<file path="src/rtl/rbb_pkg.sv">
package rbb_pkg;

    typedef enum logic [1:0] {
        SRC_NONE = 2'b00,
        SRC_FAST = 2'b01,
        SRC_BUF  = 2'b10,
        SRC_CSR  = 2'b11
    } beat_src_e;

    typedef enum logic {
        PH_FIRST  = 1'b0,
        PH_SECOND = 1'b1
    } phase_e;

endpackage

</file>
<file path="src/rtl/rbb_order_fifo.sv">
module rbb_order_fifo #(
    parameter int DEPTH = 2,
    parameter int IDW   = 1
) (
    input  logic           clk,
    input  logic           rst_n,
    input  logic           push,
    input  logic [IDW-1:0] push_id,
    input  logic           pop,
    output logic           head_valid,
    output logic [IDW-1:0] head_id
);
    localparam int PW = (DEPTH > 1) ? $clog2(DEPTH) : 1;
    localparam int CW = $clog2(DEPTH + 1);

    typedef struct packed {
        logic [DEPTH-1:0][IDW-1:0] ids;
        logic [PW-1:0]             rd;
        logic [PW-1:0]             wr;
        logic [CW-1:0]             cnt;
    } fifo_t;

    fifo_t q, d;

    function automatic logic [PW-1:0] step(input logic [PW-1:0] p);
        return (p == PW'(DEPTH - 1)) ? '0 : p + PW'(1);
    endfunction

    always_comb begin
        d = q;
        if (push) begin
            d.ids[q.wr] = push_id;
            d.wr        = step(q.wr);
        end
        if (pop) begin
            d.rd = step(q.rd);
        end
        d.cnt = q.cnt + CW'(push) - CW'(pop);
    end

    always_ff @(posedge clk or negedge rst_n) begin
        if (!rst_n) begin
            q <= '0;
        end else begin
            q <= d;
        end
    end

    assign head_valid = (q.cnt != '0);
    assign head_id    = q.ids[q.rd];

    assert_log_no_overflow_R6: assert property (@(posedge clk) disable iff (!rst_n)
        (push && !pop) |-> (q.cnt != CW'(DEPTH)));

    assert_log_no_underflow_R6: assert property (@(posedge clk) disable iff (!rst_n)
        pop |-> head_valid);

endmodule

</file>
<file path="src/rtl/rbb_slot.sv">
module rbb_slot #(
    parameter int WORD_W = 144
) (
    input  logic              clk,
    input  logic              rst_n,
    input  logic              issue,
    input  logic              issue_wrap,
    input  logic              load,
    input  logic [WORD_W-1:0] load_data,
    input  logic              take,
    output logic              outstanding,
    output logic              valid,
    output logic              wrap,
    output logic [WORD_W-1:0] data
);
    typedef struct packed {
        logic              pend;
        logic              full;
        logic              wrp;
        logic [WORD_W-1:0] word;
    } slot_t;

    slot_t q, d;

    always_comb begin
        d = q;
        if (issue) begin
            d.pend = 1'b1;
            d.wrp  = issue_wrap;
        end
        if (load) begin
            d.full = 1'b1;
            d.word = load_data;
        end
        if (take) begin
            d.pend = 1'b0;
            d.full = 1'b0;
        end
    end

    always_ff @(posedge clk or negedge rst_n) begin
        if (!rst_n) begin
            q <= '0;
        end else begin
            q <= d;
        end
    end

    assign outstanding = q.pend;
    assign valid       = q.full;
    assign wrap        = q.wrp;
    assign data        = q.word;

    assert_slot_no_overwrite_R8: assert property (@(posedge clk) disable iff (!rst_n)
        load |-> !q.full);

    assert_slot_single_read_R8: assert property (@(posedge clk) disable iff (!rst_n)
        issue |-> !q.pend);

    assert_slot_park_needs_read_R4: assert property (@(posedge clk) disable iff (!rst_n)
        load |-> q.pend);

    assert_slot_take_needs_read_R6: assert property (@(posedge clk) disable iff (!rst_n)
        take |-> q.pend);

endmodule

</file>
<file path="src/rtl/rbb_out_ctrl.sv">
module rbb_out_ctrl
    import rbb_pkg::*;
#(
    parameter int BEAT_W = 72,
    parameter int NBANK  = 2,
    parameter int IDW    = 1
) (
    input  logic                            clk,
    input  logic                            rst_n,
    input  logic                            advance,
    input  logic                            head_valid,
    input  logic [IDW-1:0]                  head_id,
    input  logic [NBANK-1:0]                slot_valid,
    input  logic [NBANK-1:0]                slot_wrap,
    input  logic [NBANK-1:0][2*BEAT_W-1:0]  slot_data,
    input  logic                            dram_valid,
    input  logic [IDW-1:0]                  dram_bank,
    input  logic [2*BEAT_W-1:0]             dram_word,
    input  logic                            csr_req,
    input  logic [BEAT_W-1:0]               csr_data,
    output logic [NBANK-1:0]                take,
    output logic [NBANK-1:0]                park,
    output logic                            pop,
    output logic                            beat_valid,
    output logic                            beat_last,
    output logic [1:0]                      beat_src,
    output logic [BEAT_W-1:0]               beat_data
);
    localparam int WORD_W = 2 * BEAT_W;

    typedef struct packed {
        phase_e            ph;
        logic [BEAT_W-1:0] hold;
        beat_src_e         hsrc;
        logic              bv;
        logic              bl;
        beat_src_e         bs;
        logic [BEAT_W-1:0] bd;
    } oc_t;

    oc_t q, d;

    function automatic logic [BEAT_W-1:0] lead_half(input logic [WORD_W-1:0] w, input logic wr);
        return wr ? w[WORD_W-1:BEAT_W] : w[BEAT_W-1:0];
    endfunction

    function automatic logic [BEAT_W-1:0] tail_half(input logic [WORD_W-1:0] w, input logic wr);
        return wr ? w[BEAT_W-1:0] : w[WORD_W-1:BEAT_W];
    endfunction

    logic head_parked;
    logic head_arriving;

    always_comb begin
        head_parked   = head_valid && slot_valid[head_id];
        head_arriving = head_valid && dram_valid && (dram_bank == head_id) && !slot_valid[head_id];
    end

    always_comb begin
        d    = q;
        d.bv = 1'b0;
        d.bl = 1'b0;
        d.bs = SRC_NONE;
        take = '0;
        park = '0;
        pop  = 1'b0;
        if (dram_valid) begin
            park[dram_bank] = 1'b1;
        end
        if (advance) begin
            if (q.ph == PH_SECOND) begin
                d.bv = 1'b1;
                d.bl = 1'b1;
                d.bs = q.hsrc;
                d.bd = q.hold;
                d.ph = PH_FIRST;
            end else if (head_parked) begin
                d.bv          = 1'b1;
                d.bs          = SRC_BUF;
                d.bd          = lead_half(slot_data[head_id], slot_wrap[head_id]);
                d.hold        = tail_half(slot_data[head_id], slot_wrap[head_id]);
                d.hsrc        = SRC_BUF;
                d.ph          = PH_SECOND;
                take[head_id] = 1'b1;
                pop           = 1'b1;
            end else if (head_arriving) begin
                d.bv          = 1'b1;
                d.bs          = SRC_FAST;
                d.bd          = lead_half(dram_word, slot_wrap[head_id]);
                d.hold        = tail_half(dram_word, slot_wrap[head_id]);
                d.hsrc        = SRC_FAST;
                d.ph          = PH_SECOND;
                take[head_id] = 1'b1;
                park[head_id] = 1'b0;
                pop           = 1'b1;
            end else if (!head_valid && csr_req) begin
                d.bv = 1'b1;
                d.bl = 1'b1;
                d.bs = SRC_CSR;
                d.bd = csr_data;
            end
        end
    end

    always_ff @(posedge clk or negedge rst_n) begin
        if (!rst_n) begin
            q <= '0;
        end else begin
            q <= d;
        end
    end

    assign beat_valid = q.bv;
    assign beat_last  = q.bl;
    assign beat_src   = q.bs;
    assign beat_data  = q.bd;

    assert_pair_completes_R2: assert property (@(posedge clk) disable iff (!rst_n)
        (beat_valid && !beat_last) |=> (!beat_valid || (beat_last && beat_src == $past(beat_src))));

    assert_no_beat_after_stall_R5: assert property (@(posedge clk) disable iff (!rst_n)
        !advance |=> !beat_valid);

    assert_csr_only_when_idle_R7: assert property (@(posedge clk) disable iff (!rst_n)
        (beat_valid && beat_src == SRC_CSR) |-> $past(!head_valid));

    assert_idle_has_no_source_R1: assert property (@(posedge clk) disable iff (!rst_n)
        !beat_valid |-> (beat_src == SRC_NONE));

endmodule

</file>
<file path="src/rtl/dram_read_beat_buffer.sv">
module dram_read_beat_buffer #(
    parameter int BEAT_W = 72,
    parameter int NBANK  = 2
) (
    input  logic                         clk,
    input  logic                         rst_n,
    input  logic                         rd_issue,
    input  logic [((NBANK>1)?$clog2(NBANK):1)-1:0] rd_bank,
    input  logic                         rd_addr5,
    input  logic                         dram_valid,
    input  logic [((NBANK>1)?$clog2(NBANK):1)-1:0] dram_bank,
    input  logic [2*BEAT_W-1:0]          dram_word,
    input  logic                         bus_hold,
    input  logic                         bus_busy,
    input  logic                         csr_req,
    input  logic [BEAT_W-1:0]            csr_data,
    output logic                         beat_valid,
    output logic                         beat_last,
    output logic [1:0]                   beat_src,
    output logic [BEAT_W-1:0]            beat_data
);
    localparam int WORD_W = 2 * BEAT_W;
    localparam int IDW    = (NBANK > 1) ? $clog2(NBANK) : 1;

    logic                           advance;
    logic                           head_valid;
    logic [IDW-1:0]                 head_id;
    logic                           pop;
    logic [NBANK-1:0]               take;
    logic [NBANK-1:0]               park;
    logic [NBANK-1:0]               slot_pend;
    logic [NBANK-1:0]               slot_valid;
    logic [NBANK-1:0]               slot_wrap;
    logic [NBANK-1:0][WORD_W-1:0]   slot_data;

    assign advance = !bus_hold && !bus_busy;

    rbb_order_fifo #(
        .DEPTH (NBANK),
        .IDW   (IDW)
    ) u_order (
        .clk        (clk),
        .rst_n      (rst_n),
        .push       (rd_issue),
        .push_id    (rd_bank),
        .pop        (pop),
        .head_valid (head_valid),
        .head_id    (head_id)
    );

    for (genvar b = 0; b < NBANK; b++) begin : g_bank
        rbb_slot #(
            .WORD_W (WORD_W)
        ) u_slot (
            .clk         (clk),
            .rst_n       (rst_n),
            .issue       (rd_issue && (rd_bank == IDW'(b))),
            .issue_wrap  (rd_addr5),
            .load        (park[b]),
            .load_data   (dram_word),
            .take        (take[b]),
            .outstanding (slot_pend[b]),
            .valid       (slot_valid[b]),
            .wrap        (slot_wrap[b]),
            .data        (slot_data[b])
        );
    end

    rbb_out_ctrl #(
        .BEAT_W (BEAT_W),
        .NBANK  (NBANK),
        .IDW    (IDW)
    ) u_out (
        .clk        (clk),
        .rst_n      (rst_n),
        .advance    (advance),
        .head_valid (head_valid),
        .head_id    (head_id),
        .slot_valid (slot_valid),
        .slot_wrap  (slot_wrap),
        .slot_data  (slot_data),
        .dram_valid (dram_valid),
        .dram_bank  (dram_bank),
        .dram_word  (dram_word),
        .csr_req    (csr_req),
        .csr_data   (csr_data),
        .take       (take),
        .park       (park),
        .pop        (pop),
        .beat_valid (beat_valid),
        .beat_last  (beat_last),
        .beat_src   (beat_src),
        .beat_data  (beat_data)
    );

    assert_data_has_read_R8: assert property (@(posedge clk) disable iff (!rst_n)
        dram_valid |-> slot_pend[dram_bank]);

    assert_committed_not_dropped_R4: assert property (@(posedge clk) disable iff (!rst_n)
        dram_valid |=> (slot_valid[$past(dram_bank)] || (beat_valid && !beat_last)));

endmodule

</file>
<file path="config.mk">
export PLATFORM = sky130hd
export DESIGN_NAME = dram_read_beat_buffer
export DESIGN_NICKNAME = d
export VERILOG_FILES = /design/src/rtl/rbb_pkg.sv /design/src/rtl/rbb_order_fifo.sv /design/src/rtl/rbb_slot.sv /design/src/rtl/rbb_out_ctrl.sv /design/src/rtl/dram_read_beat_buffer.sv
export SDC_FILE = /design/constraint.sdc
export NUM_CORES = 1
export LEC_CHECK = 0
export ABC_AREA = 1
export CORE_ASPECT_RATIO = 2
export CORE_MARGIN = 2
export CORE_UTILIZATION = 57
export DETAILED_ROUTE_END_ITERATION = 16
export MAX_ROUTING_LAYER = met4
export PLACE_DENSITY_LB_ADDON = 0.3
export SKIP_CTS_REPAIR_TIMING = 1
export SLEW_MARGIN = 15
export SYNTH_ARGS = -nofsm -noshare
export SYNTH_HDL_FRONTEND = slang
export SYNTH_HIERARCHICAL = 1
export SYNTH_SLANG_ARGS = --single-unit
</file>
<file path="constraint.sdc">
create_clock -name clk -period 2.6 [get_ports clk]
set_input_delay 0.65 -clock clk [delete_from_list [all_inputs] [get_ports clk]]
set_output_delay 0.65 -clock clk [all_outputs]
set_load 0.005 [all_outputs]
</file>
==> impl_results.md <==
* RSZ-0062 raised after global routing: no
* H-tree Lvls at 2
* CTS clk-pin slew, worst paths at 0.07 ns
* Vias per inst at 5.32
* FF+latch area at 11200 um^2
* Worst skew pair latency at 0.55 ns
* Routed vias at 26304
* CP endpoint kind: register
* Most frequent cells in the layout: 2356 x nand2_1, 449 x dfrtp_1, 328 x inv_1
* Synth Warn # at 6
* LEAKAGE at 17.3 nW
* Max clock buf depth at 3
* # setup viols final at 0
* Outcome: complete, no violations
* Die ar. at 48400 um^2
* Worst-margin pin slew at 0.755 ns
* GR Overflow Total at 0
* Post-route cell area at 31500 um^2
* Post-route clock period utilization at 88.4%
* Routed length per instance at 16.7 um
* Fraction of layout cells with a size suffix above 1 at 5.58%
* Vias in the first global route at 25630
* First-pass GRT wire length at 132 mm
* Root Driver: clkbuf_16
* WP data required at 3.07 ns
* I/O pins at 302
* Sink Count at 449
* Nets at 4499
* All-Layer GR Usage at 35.6%
* Initial Utilization at 57.8%
* IO Port Bufs at 301
* P per Cell Area at 1120 nW/um^2
* Fin crit period at 2.30 ns
* Worst slack, placed at 0.00719 ns
* WP data arrival at 2.77 ns
* HP Class: input port to async pin
* Placed cells at 4848
* CTS buffer count at 42
* CTS tree: yes
* Synthesis-to-layout area growth at 18.5%
* Placement-stage cell area at 29900 um^2
* Syn_nets at 4381
* Post-Route WL at 82.7 mm
* Multi-input combinational cell area at 12300 um^2
* Commonest non-fill, non-tap cell in the layout: nand2_1
* Setup ws final at 0.301 ns
* Min Hold Slack at 0.0252 ns
* Largest net degree at the start of global routing at 101
* Final Hold Violating Endpoints at 0
* Crit path kind: register to register
* Final routed DRC violation total at 0
* Initial DRC count at 2074
* Max-slew headroom at 49.7%
* Setup crit start kind: register
* Placer Congestion at 0.880
* Detailed Place HPWL at 52.5 mm
* Fillcell total at 4022
* TNS Setup at 0 ns
* Syn Area/Cell at 6.40 um^2
* ANT nets after route at 0
* Layout Cells excl Fill at 4941
* Die width at 157 um
* Syn Inst Count at 4153
* Antenna violations before repair at 18
* Highest clock rate at 435 MHz
* Router iterations before antenna repair at 6
* Die Height at 309 um
* Core Region at 46000 um^2
* Slew Viols, Final at 0
* Max_cap viols at 0
* Crit-path max FO at 47
* Clock skew at 0.0141 ns
* Worst vdd ir at 0.983 mV
* Site Rows at 111
* Post-Syn Area at 26600 um^2
-- sequential cells by signal, indices dropped and copies added (netlist names) --
register / count
u_out/beat_last: 1
u_out/beat_data: 72
u_order/q: 6
g_bank.u_slot/valid: 2
u_out/q: 75
g_bank.u_slot/wrap: 2
g_bank.u_slot/data: 288
u_out/beat_src: 2
u_out/beat_valid: 1
-- critical path, cell delays in order, from the launching register on --
cell and delay [ns]:
dfrtp_1 0.43, o21ai_4 0.21, buf_4 0.20, nand2_1 0.14, nand2_8 0.37, buf_4 0.33, nand2_1 0.09, nand2_1 0.07
nand2_1 0.05, nand2_1 0.09, nor2_1 0.04, o21ai_0 0.17
-- area by class of cell --
cell class | count | share of cell area (%)
Clock inverter | 16 | 0.847
Inverter | 335 | 4.03
Clock buffer | 59 | 4.00
Antenna cell | 18 | 0.143
Multi-Input combinational cell | 3055 | 39.2
Tap cell | 621 | 2.47
Timing Repair Buffer | 388 | 13.6
Sequential cell | 449 | 35.7
-- metal layers --
layer  vias to the layer above  GRT usage, %  share of wire (%)
met5                         -             -                  0
met4                         0          22.1                5.9
met3                       288          5.43                8.1
met2                      1232          59.4                 50
met1                     12203          39.9                 36
li1                      12581             -                  -
-- path summary, 6_finish.rpt --
path                       depth (start not counted)                         end  slack (ns)                       from
setup / recovery                                  11         u_out/beat_data[20]        0.30               u_order/q[3]
hold / removal                                     1   g_bank[0].u_slot/data[81]        0.03                      rst_n
setup reg to reg                                  11         u_out/beat_data[20]        0.30               u_order/q[3]
hold reg to reg                                    2   g_bank[1].u_slot/data[29]        0.47  g_bank[1].u_slot/data[29]
max in group asynchronous                          2  g_bank[0].u_slot/data[120]        1.84                      rst_n
min in group clk                                   2   g_bank[1].u_slot/data[29]        0.47  g_bank[1].u_slot/data[29]
-- report_power, final --
group / total, mW / switching, mW / internal (mW)
registers: 9.83 / 1.07 / 8.76
logic: 18.5 / 11.8 / 6.62
clock network: 6.89 / 2.81 / 4.08
total: 35.2 / 15.7 / 19.5
-- through the flow --
stage	utilization (%)	total power, mW
6_report	68.5	35.2
5_1_grt	68.5	37.8
4_1_cts	68.4	35.0
3_5_place_dp	65.1	28.0
3_3_place_gp	65.1	27.6
2_1_floorplan	-	22.6
Power figures use the tool's default switching activity.
